**src/rtl/alu_pkg.sv**
```systemverilog
package alu_pkg;

    typedef enum logic [4:0] {
        ALU_ADD   = 5'd0,
        ALU_SUB   = 5'd1,
        ALU_AND   = 5'd2,
        ALU_OR    = 5'd3,
        ALU_NOR   = 5'd4,
        ALU_SLT   = 5'd5,
        ALU_SLTU  = 5'd6,
        ALU_SLL   = 5'd7,
        ALU_SRL   = 5'd8,
        ALU_SRA   = 5'd9,
        ALU_SLLV  = 5'd10,
        ALU_SRLV  = 5'd11,
        ALU_SRAV  = 5'd12,
        ALU_ADDI  = 5'd13,
        ALU_SLTI  = 5'd14,
        ALU_SLTIU = 5'd15,
        ALU_ANDI  = 5'd16,
        ALU_ORI   = 5'd17,
        ALU_LUI   = 5'd18
    } alu_op_e;

    typedef enum logic [1:0] {
        SH_LEFT = 2'd0,
        SH_RLOG = 2'd1,
        SH_RARI = 2'd2
    } shift_mode_e;

    typedef enum logic [1:0] {
        EXT_SIGN = 2'd0,
        EXT_ZERO = 2'd1,
        EXT_HIGH = 2'd2
    } ext_mode_e;

endpackage

```
**src/rtl/alu_imm_ext.sv**
```systemverilog
module alu_imm_ext
    import alu_pkg::*;
#(
    parameter int W  = 32,
    parameter int IW = 16
) (
    input  ext_mode_e       mode,
    input  logic [IW-1:0]   imm,
    output logic [W-1:0]    ext
);

    localparam int HW = W - IW;

    always_comb begin
        unique case (mode)
            EXT_SIGN: ext = {{HW{imm[IW-1]}}, imm};
            EXT_ZERO: ext = {{HW{1'b0}}, imm};
            EXT_HIGH: ext = {imm, {HW{1'b0}}};
            default:  ext = '0;
        endcase
    end

    always_comb begin
        if (mode == EXT_SIGN || mode == EXT_ZERO)
            AST_EXT_LOW_KEPT: assert (ext[IW-1:0] == imm);
        if (mode == EXT_HIGH)
            AST_EXT_HIGH_LOW_CLEAR: assert (ext[IW-1:0] == '0);
    end

endmodule

```
**src/rtl/alu_compare.sv**
```systemverilog
module alu_compare #(
    parameter int W = 32
) (
    input  logic [W-1:0] lhs,
    input  logic [W-1:0] rhs,
    output logic         lt_signed,
    output logic         lt_unsigned
);

    assign lt_signed   = $signed(lhs) < $signed(rhs);
    assign lt_unsigned = lhs < rhs;

    always_comb begin
        if (lhs[W-1] == rhs[W-1])
            AST_CMP_SAME_SIGN_AGREE: assert (lt_signed == lt_unsigned);
        if (lhs[W-1] != rhs[W-1])
            AST_CMP_MIXED_SIGN_DIFFER: assert (lt_signed != lt_unsigned);
    end

endmodule

```
**src/rtl/alu_shifter.sv**
```systemverilog
module alu_shifter
    import alu_pkg::*;
#(
    parameter int W  = 32,
    localparam int SW = $clog2(W)
) (
    input  logic [W-1:0]  data,
    input  logic [SW-1:0] amount,
    input  shift_mode_e   mode,
    output logic [W-1:0]  q
);

    logic [SW:0][W-1:0] stage;
    logic               fill;

    assign fill     = (mode == SH_RARI) ? data[W-1] : 1'b0;
    assign stage[0] = data;

    for (genvar i = 0; i < SW; i++) begin : g_stage
        localparam int STEP = 1 << i;
        assign stage[i+1] = !amount[i]        ? stage[i] :
                            (mode == SH_LEFT) ? {stage[i][W-1-STEP:0], {STEP{1'b0}}} :
                                                {{STEP{fill}}, stage[i][W-1:STEP]};
    end

    assign q = stage[SW];

    always_comb begin
        if (amount == '0)
            AST_SHIFT_NONE_PASS: assert (q == data);
        if (mode == SH_RARI)
            AST_SHIFT_SIGN_KEPT: assert (q[W-1] == data[W-1]);
        if (mode == SH_LEFT && amount != '0)
            AST_SHIFT_LEFT_LSB_CLEAR: assert (q[0] == 1'b0);
    end

endmodule

```
**src/rtl/int_exec_alu.sv**
```systemverilog
module int_exec_alu
    import alu_pkg::*;
#(
    parameter int W  = 32,
    parameter int IW = 16,
    localparam int SW = $clog2(W)
) (
    input  logic [4:0]    op_code,
    input  logic [W-1:0]  src_a,
    input  logic [W-1:0]  src_b,
    input  logic [IW-1:0] imm16,
    input  logic [SW-1:0] shamt,
    output logic [W-1:0]  result,
    output logic          zero
);

    ext_mode_e     ext_mode;
    shift_mode_e   sh_mode;
    logic          use_imm;
    logic          sh_var;
    logic [W-1:0]  imm_x;
    logic [W-1:0]  opnd_b;
    logic [SW-1:0] sh_amt;
    logic [W-1:0]  sh_q;
    logic          lt_s;
    logic          lt_u;

    // operation decode
    always_comb begin
        ext_mode = EXT_SIGN;
        sh_mode  = SH_LEFT;
        use_imm  = 1'b0;
        sh_var   = 1'b0;
        unique case (op_code)
            ALU_SRL:   sh_mode = SH_RLOG;
            ALU_SRA:   sh_mode = SH_RARI;
            ALU_SLLV:  sh_var  = 1'b1;
            ALU_SRLV:  begin sh_var = 1'b1; sh_mode = SH_RLOG; end
            ALU_SRAV:  begin sh_var = 1'b1; sh_mode = SH_RARI; end
            ALU_ADDI,
            ALU_SLTI,
            ALU_SLTIU: use_imm = 1'b1;
            ALU_ANDI,
            ALU_ORI:   begin use_imm = 1'b1; ext_mode = EXT_ZERO; end
            ALU_LUI:   ext_mode = EXT_HIGH;
            default:   ;
        endcase
    end

    alu_imm_ext #(.W(W), .IW(IW)) u_ext (
        .mode (ext_mode),
        .imm  (imm16),
        .ext  (imm_x)
    );

    assign opnd_b = use_imm ? imm_x : src_b;
    assign sh_amt = sh_var ? src_a[SW-1:0] : shamt;

    alu_compare #(.W(W)) u_cmp (
        .lhs         (src_a),
        .rhs         (opnd_b),
        .lt_signed   (lt_s),
        .lt_unsigned (lt_u)
    );

    alu_shifter #(.W(W)) u_shift (
        .data   (src_b),
        .amount (sh_amt),
        .mode   (sh_mode),
        .q      (sh_q)
    );

    // result select
    always_comb begin
        unique case (op_code)
            ALU_ADD, ALU_ADDI:   result = src_a + opnd_b;
            ALU_SUB:             result = src_a - opnd_b;
            ALU_AND, ALU_ANDI:   result = src_a & opnd_b;
            ALU_OR,  ALU_ORI:    result = src_a | opnd_b;
            ALU_NOR:             result = ~(src_a | opnd_b);
            ALU_SLT, ALU_SLTI:   result = {{(W-1){1'b0}}, lt_s};
            ALU_SLTU, ALU_SLTIU: result = {{(W-1){1'b0}}, lt_u};
            ALU_SLL, ALU_SRL, ALU_SRA,
            ALU_SLLV, ALU_SRLV, ALU_SRAV: result = sh_q;
            ALU_LUI:             result = imm_x;
            default:             result = '0;
        endcase
    end

    assign zero = (result == '0);

    always_comb begin
        if (op_code == ALU_SLT || op_code == ALU_SLTU ||
            op_code == ALU_SLTI || op_code == ALU_SLTIU)
            AST_CMP_ONE_BIT: assert (result[W-1:1] == '0);
        if (op_code == ALU_LUI)
            AST_UPPER_IMM_PLACED: assert (result == {imm16, {(W-IW){1'b0}}});
        if (op_code == ALU_NOR)
            AST_NOR_DISJOINT: assert ((result & (src_a | src_b)) == '0);
        if (op_code == ALU_ANDI)
            AST_ANDI_HIGH_CLEAR: assert (result[W-1:IW] == '0);
        if (op_code > ALU_LUI)
            AST_UNDEF_QUIET: assert (zero);
    end

endmodule

```
**config.mk**
```make
export PLATFORM = sky130hd
export DESIGN_NAME = int_exec_alu
export DESIGN_NICKNAME = d
export VERILOG_FILES = /design/src/rtl/alu_pkg.sv /design/src/rtl/alu_imm_ext.sv /design/src/rtl/alu_compare.sv /design/src/rtl/alu_shifter.sv /design/src/rtl/int_exec_alu.sv
export SDC_FILE = /design/constraint.sdc
export NUM_CORES = 1
export LEC_CHECK = 0
export BUFFER_PORTS_ARGS = -buffer_cell sky130_fd_sc_hd__buf_4
export CAP_MARGIN = 20
export CORE_MARGIN = 2
export CORE_UTILIZATION = 40
export DETAILED_ROUTE_END_ITERATION = 10
export SYNTH_ARGS = -nofsm -noshare
export SYNTH_HDL_FRONTEND = slang
export SYNTH_HIERARCHICAL = 1
export SYNTH_SLANG_ARGS = --single-unit
```
**constraint.sdc**
```tcl
create_clock -name vclk -period 6.6
set_clock_uncertainty 0.2 [all_clocks]
set_input_delay 0.33 -clock vclk [all_inputs]
set_output_delay 0.33 -clock vclk [all_outputs]
set_load 0.01 [all_outputs]
```
Word level (Yosys, flattened, before mapping)
Cells that the tools add are included.
{ "word_totals": {"regBits": 0, "inputBits": 90, "out_inout_bits": 33, "wordCells": 62} }
{ "op_classes": {"addsub": 2, "n_lt_le_gt_ge": 2, "eq_ne": 21, "muxes": 19, "n_bitwise": 3, "n_reduce_logical": 15} }
{ "ops": {"columns": ["op", "count"], "rows": [
  ["$mux W32", 11],
  ["$pmux W32 S9", 1],
  ["$pmux W32 S3", 1],
  ["$lt A32 B32 Y1", 2],
  ["$eq A5 B4 Y1 const B", 8],
  ["$add A32 B32 Y32", 1],
  ["$and A32 B32 Y32", 1],
  ["$logic_not A32 Y1", 1],
  ["$not A32 Y32", 1],
  ["$or A32 B32 Y32", 1],
  ["$sub A32 B32 Y32", 1],
  ["$eq A5 B3 Y1 const B", 4],
  ["$reduce_or A2 Y1", 8],
  ["$eq A5 B5 Y1 const B", 3],
  ["$eq A5 B2 Y1 const B", 2],
  ["$pmux W2 S2", 2],
  ["$reduce_or A6 Y1", 1],
  ["$eq A5 B1 Y1 const B", 1],
  ["$logic_not A5 Y1", 1],
  ["$mux W5", 1],
  ["$reduce_or A5 Y1", 1],
  ["$eq A2 B2 Y1 const B", 2],
  ["$logic_not A2 Y1", 2],
  ["$mux W1", 3],
  ["2 further kinds", 2]
]} }

Logic depth before layout (Yosys ltp)
{ "logic_depth": {"depth_word": 17, "depth_mapped": 31, "depth_no_buf": 24} }

Cells and area by module
Netlist, hierarchy kept.
{ "by_module_without_submodules": {"columns": ["module", "instances", "cells_each", "area_each_um2", "seq_area_each_um2"], "rows": [
  ["int_exec_alu", 1, 734, 4918.5, 0.0],
  ["alu_shifter", 1, 713, 4738.3, 0.0],
  ["alu_compare", 1, 111, 800.8, 0.0],
  ["alu_imm_ext", 1, 54, 339.1, 0.0]
]} }

Worst setup path before layout
No wires, ideal clock.
{ "synth_timing": {"path_type": "input-to-output", "startpoint": "input port op_code[3]", "endpoint": "output port zero", "t_arrival_ns": 6.941, "required_ns": 6.070, "slack_ns": -0.871, "cell_stages": 29, "n_path_buf": 8, "path_cell_list": "buf_2 -> nor2_1 -> and4b_1 -> clkbuf_1 -> clkbuf_1 -> clkbuf_1 -> buf_1 -> buf_2 -> nor2b_1 -> or3_1 -> or4_1 -> o41ai_1 -> and3_1 -> and3_1 -> buf_2 -> a21oi_1 -> xnor2_1 -> ha_1 -> clkbuf_1 -> a21o_1 -> a31oi_1 -> nand2_1 -> or4_1 -> and4_1 -> or3_1 -> or4_1 -> nor4_1 -> nand4b_1 -> nor4_2"} }
{ "synth_via": {"elab_cells_between_ends": 62, "classes_between": "2 x add/sub; 2 x order compare; 21 x eq/ne; 19 x mux; 3 x bitwise; 15 x reduce/logical"} }
{ "synth_rtl": {"columns": ["item", "line_no", "source"], "rows": [
  ["start, declared", "int_exec_alu.sv:8", "input logic [4:0] op_code,"],
  ["$eq A5 B5 Y1", "int_exec_alu.sv:34", "unique case (op_code)"],
  ["$reduce_or A2 Y1", "int_exec_alu.sv:34", null],
  ["$pmux W2 S2 *", "int_exec_alu.sv:34", null],
  ["net ext_mode[1]", "int_exec_alu.sv:17", "ext_mode_e ext_mode;"],
  ["$eq A2 B2 Y1 (tied with other cells)", null, null],
  ["$pmux W32 S3 *", "alu_imm_ext.sv:15", "unique case (mode)"],
  ["net imm_x[5]", "int_exec_alu.sv:21", "logic [W-1:0] imm_x;"],
  ["$mux W32 *", "int_exec_alu.sv:56", "assign opnd_b = use_imm ? imm_x : src_b;"],
  ["$sub A32 B32 Y32 or $add A32 B32 Y32 (tied branches)", "int_exec_alu.sv:77, int_exec_alu.sv:76", null],
  ["$pmux W32 S9 *", "int_exec_alu.sv:75", "unique case (op_code)"],
  ["net result[19]", "int_exec_alu.sv:13", "output logic [W-1:0] result,"],
  ["$logic_not A32 Y1 *", "int_exec_alu.sv:90", "assign zero = (result == '0);"],
  ["end, declared", "int_exec_alu.sv:14", "output logic zero"]
]} }
The timed path passes the listed nets; every way through them passes the cells marked *.

Worst setup path in the final report
{ "layout_timing": {"startpoint": "input port op_code[3]", "endpoint": "output port zero"} }
{ "layout_via": {"elab_cells_between_ends": 62, "classes_between": "2 x add/sub; 2 x order compare; 21 x eq/ne; 19 x mux; 3 x bitwise; 15 x reduce/logical"} }
{ "layout_rtl": {"columns": ["item", "line_no"], "rows": [
  ["$eq A5 B5 Y1", "int_exec_alu.sv:34"],
  ["$reduce_or A2 Y1", "int_exec_alu.sv:34"],
  ["$pmux W2 S2 *", "int_exec_alu.sv:34"],
  ["$eq A2 B2 Y1 (tied with other cells)", null],
  ["$pmux W32 S3 *", "alu_imm_ext.sv:15"],
  ["net imm_x[3]", "int_exec_alu.sv:21"],
  ["parallel branches: the longest is 3 deep, another holds $sub A32 B32 Y32", null],
  ["$pmux W32 S9 *", "int_exec_alu.sv:75"],
  ["$logic_not A32 Y1 *", "int_exec_alu.sv:90"]
]} }
Mark *: on every way through the listed nets, which the timed path passes.

==> metrics.md <==
| Metric | Value |
|---|---|
| Fraction of layout cells with a size suffix above 1 | `between 20% and 30%` |
| Post-synth top area cell | `ha_1` |
| DP Cell Count | `approximately 2,100` |
| Routed vias/inst | `between 6 and 7` |
| Syn avg cell area | `roughly 6.7 µm²` |
| Layout Nets | `slightly below 2,000` |
| Met3 Use GR | `under 10%` |
| Post-Syn Nets | `around 1,800` |
| Outcome | `finished clean` |
| Synthesis-to-layout area growth | `24.1%` |
| Initial core utilization | `about two fifths` |
| Final Non-Filler Cells | `around 2,100` |
| Crit-path cells | `buf_4 > nor2_4 > and4b_4 > nor2b_2 > or3_4 > or4_1 > o41ai_1 > and3_4 > and3_4 > buf_6 > a21oi_1 > xnor2_1 > ha_1 > a21oi_2 > o21a_1 > nand2_1 > or4_4 > and4_1 > or3_4 > or4_4 > nor4_4 > nand4b_1 > nor4_4 > buf_4` |
| Core area | `between 20,000 and 30,000 µm²` |
| Crit-path slowest cell | `or4_4` |
| Initial DRC Count | `between 1,500 and 2,000` |
| Most frequent cell after synthesis | `nand2_1` |
| Setup CP Type | `in -> out` |
| Mapped Area | `about 11,000 µm²` |
| Tightest Hold Check Type | `in -> out` |
| Top-area cell type share of the netlist area | `under 10%` |
| Die height | `around 170 µm` |
| Post-synth top cells | `146 x nand2_1, 126 x a21oi_1, 126 x nor2_1` |
| Top Usage Layer GRT | `met2` |
| Worst setup margin | `~0.13 ns` |
| Vias in the first global route | `13,700` |
| Setup TNS | `0 ns` |
| Initial antenna violation count | `3` |
| Critical Path Start Type | `input port` |
| Worst-path fanout max | `10` |
| Total Routed Length | `60,700 µm` |
| All-Layer GR Usage | `approximately two fifths` |
| First-pass GRT wire length | `roughly 90,000 µm` |
| Slew @ Worst Pin | `1.10 ns` |
| Seq_cells | `0` |
| Layout fillers | `about 2,800` |
| Die Wd | `168 µm` |
| Sequential Area | `0 µm²` |
| RD Place Congestion | `about 1.1` |
| Post-Synthesis Cells | `about 1,600` |
| GR Overflow Total | `0` |
| Worst hold slack | `0.920 ns` |
| Setup-failing EPs final | `0` |
| Yosys Warn Count | `6` |
| F_max | `about 150 MHz` |
| Row count | `60` |
| Vias | `roughly 15,000` |
| Arrival @ worst endpoint | `5.94 ns` |
| Final hold violations | `0` |
| Pre-CTS setup slack | `-0.0923 ns` |
| Distinct cells, synth | `between 100 and 150` |
| M1 GR Usage | `57.0%` |
| PortBufs | `~120` |
| Final ANT Viol Nets | `0` |
| Synth area leaders | `ha_1 7.5%, a21oi_1 5.8%, nand2_1 5.1%, o21ai_0 4.6%, nor2_1 4.4%` |
| Hpwl dp | `roughly 48,000 µm` |
| Drt drc | `0` |
| Largest net degree at the start of global routing | `36` |
| Global Route met2 Usage | `63.3%` |
| Register area share after synthesis | `0%` |
| # hold bufs at CTS | `0` |
| 1st-pass router iterations | `8` |
| Die area | `between 20,000 and 30,000 µm²` |
| Period minus WS final | `about 6.5 ns` |
| Worst Path Required | `~6.1 ns` |
| WHS Path Cells | `4` |
| Maxcap violations | `0` |
| Ports | `between 100 and 150` |
| Max Slew Vio Count | `0` |
| Per-cell routed wire length | `28.5 µm` |
| CLK BUF | `0` |
| Max_slew headroom | `roughly a quarter` |
| Final Cycle Share | `98.1%` |
| CP Capture Type | `primary output` |
| Worst stage delay on the critical path | `approximately 0.53 ns` |
## through the flow
stage          utilization, %  cell area, µm²
3_3_place_gp             47.7           12700
2_1_floorplan               -           10900
3_5_place_dp             47.7           12700
4_1_cts                  48.3           12900
5_1_grt                  50.1           13400
6_report                 50.1           13400
## logic make-up after synthesis
kind of cell	after synthesis	share of synthesized area, %
compound gates	625	41.7
fa+ha+maj	82	9.21
simple gates	567	27.2
mux	86	9.03
buf+inv	206	9.11
xor+xnor	46	3.73
## cells in the final DEF, fill, tap and decap left out, types with 29 or more instances in the layout
cell,synthesis,final
a21oi_1,126,117
a31oi_1,30,29
buf_4,15,288
ha_1,65,62
inv_1,70,69
mux2_2,36,35
mux2i_1,43,42
nand2_1,146,145
nand3_1,52,50
nor2_1,126,122
nor3_1,49,46
o211ai_1,32,32
o21ai_0,100,91
## what timing repair did
action,CTS,global route
buffers inserted,6,26
setup endpoints to repair,1,1
resized for setup,19,70
cloned,1,1
pin swaps,9,33
## final timing paths
| check | start | slack (ns) | to |
|---|---|---|---|
| min | src_a[20] | 0.92 | result[20] |
| max | op_code[3] | 0.13 | zero |
## cell type report
type	count	area (µm²)	share of cell area (%)
antenna	1	2.50	0.0187
tap	341	427	3.18
timing repair buffer	308	2520	18.8
inverter	74	280	2.09
multi-input combinational	1406	10200	75.9
## worst max-delay path: cells and delay by family
family	cells	cell delay (ns)
buffers and inverters	3	0.44
adder cells (fa/ha/maj)	1	0.36
AND/OR/NAND/NOR	15	4.12
XOR/XNOR	1	0.15
AO/OA/AOI/OAI	4	0.53
## routing by layer
metal | wire [µm] | share of wire [%] | up-vias
met3 | 6750 | 11 | 167
met5 | 25 | 0.041 | -
met4 | 2380 | 3.9 | 4
li1 | - | - | 6592
met1 | 25500 | 42 | 7079
met2 | 26000 | 43 | 1053
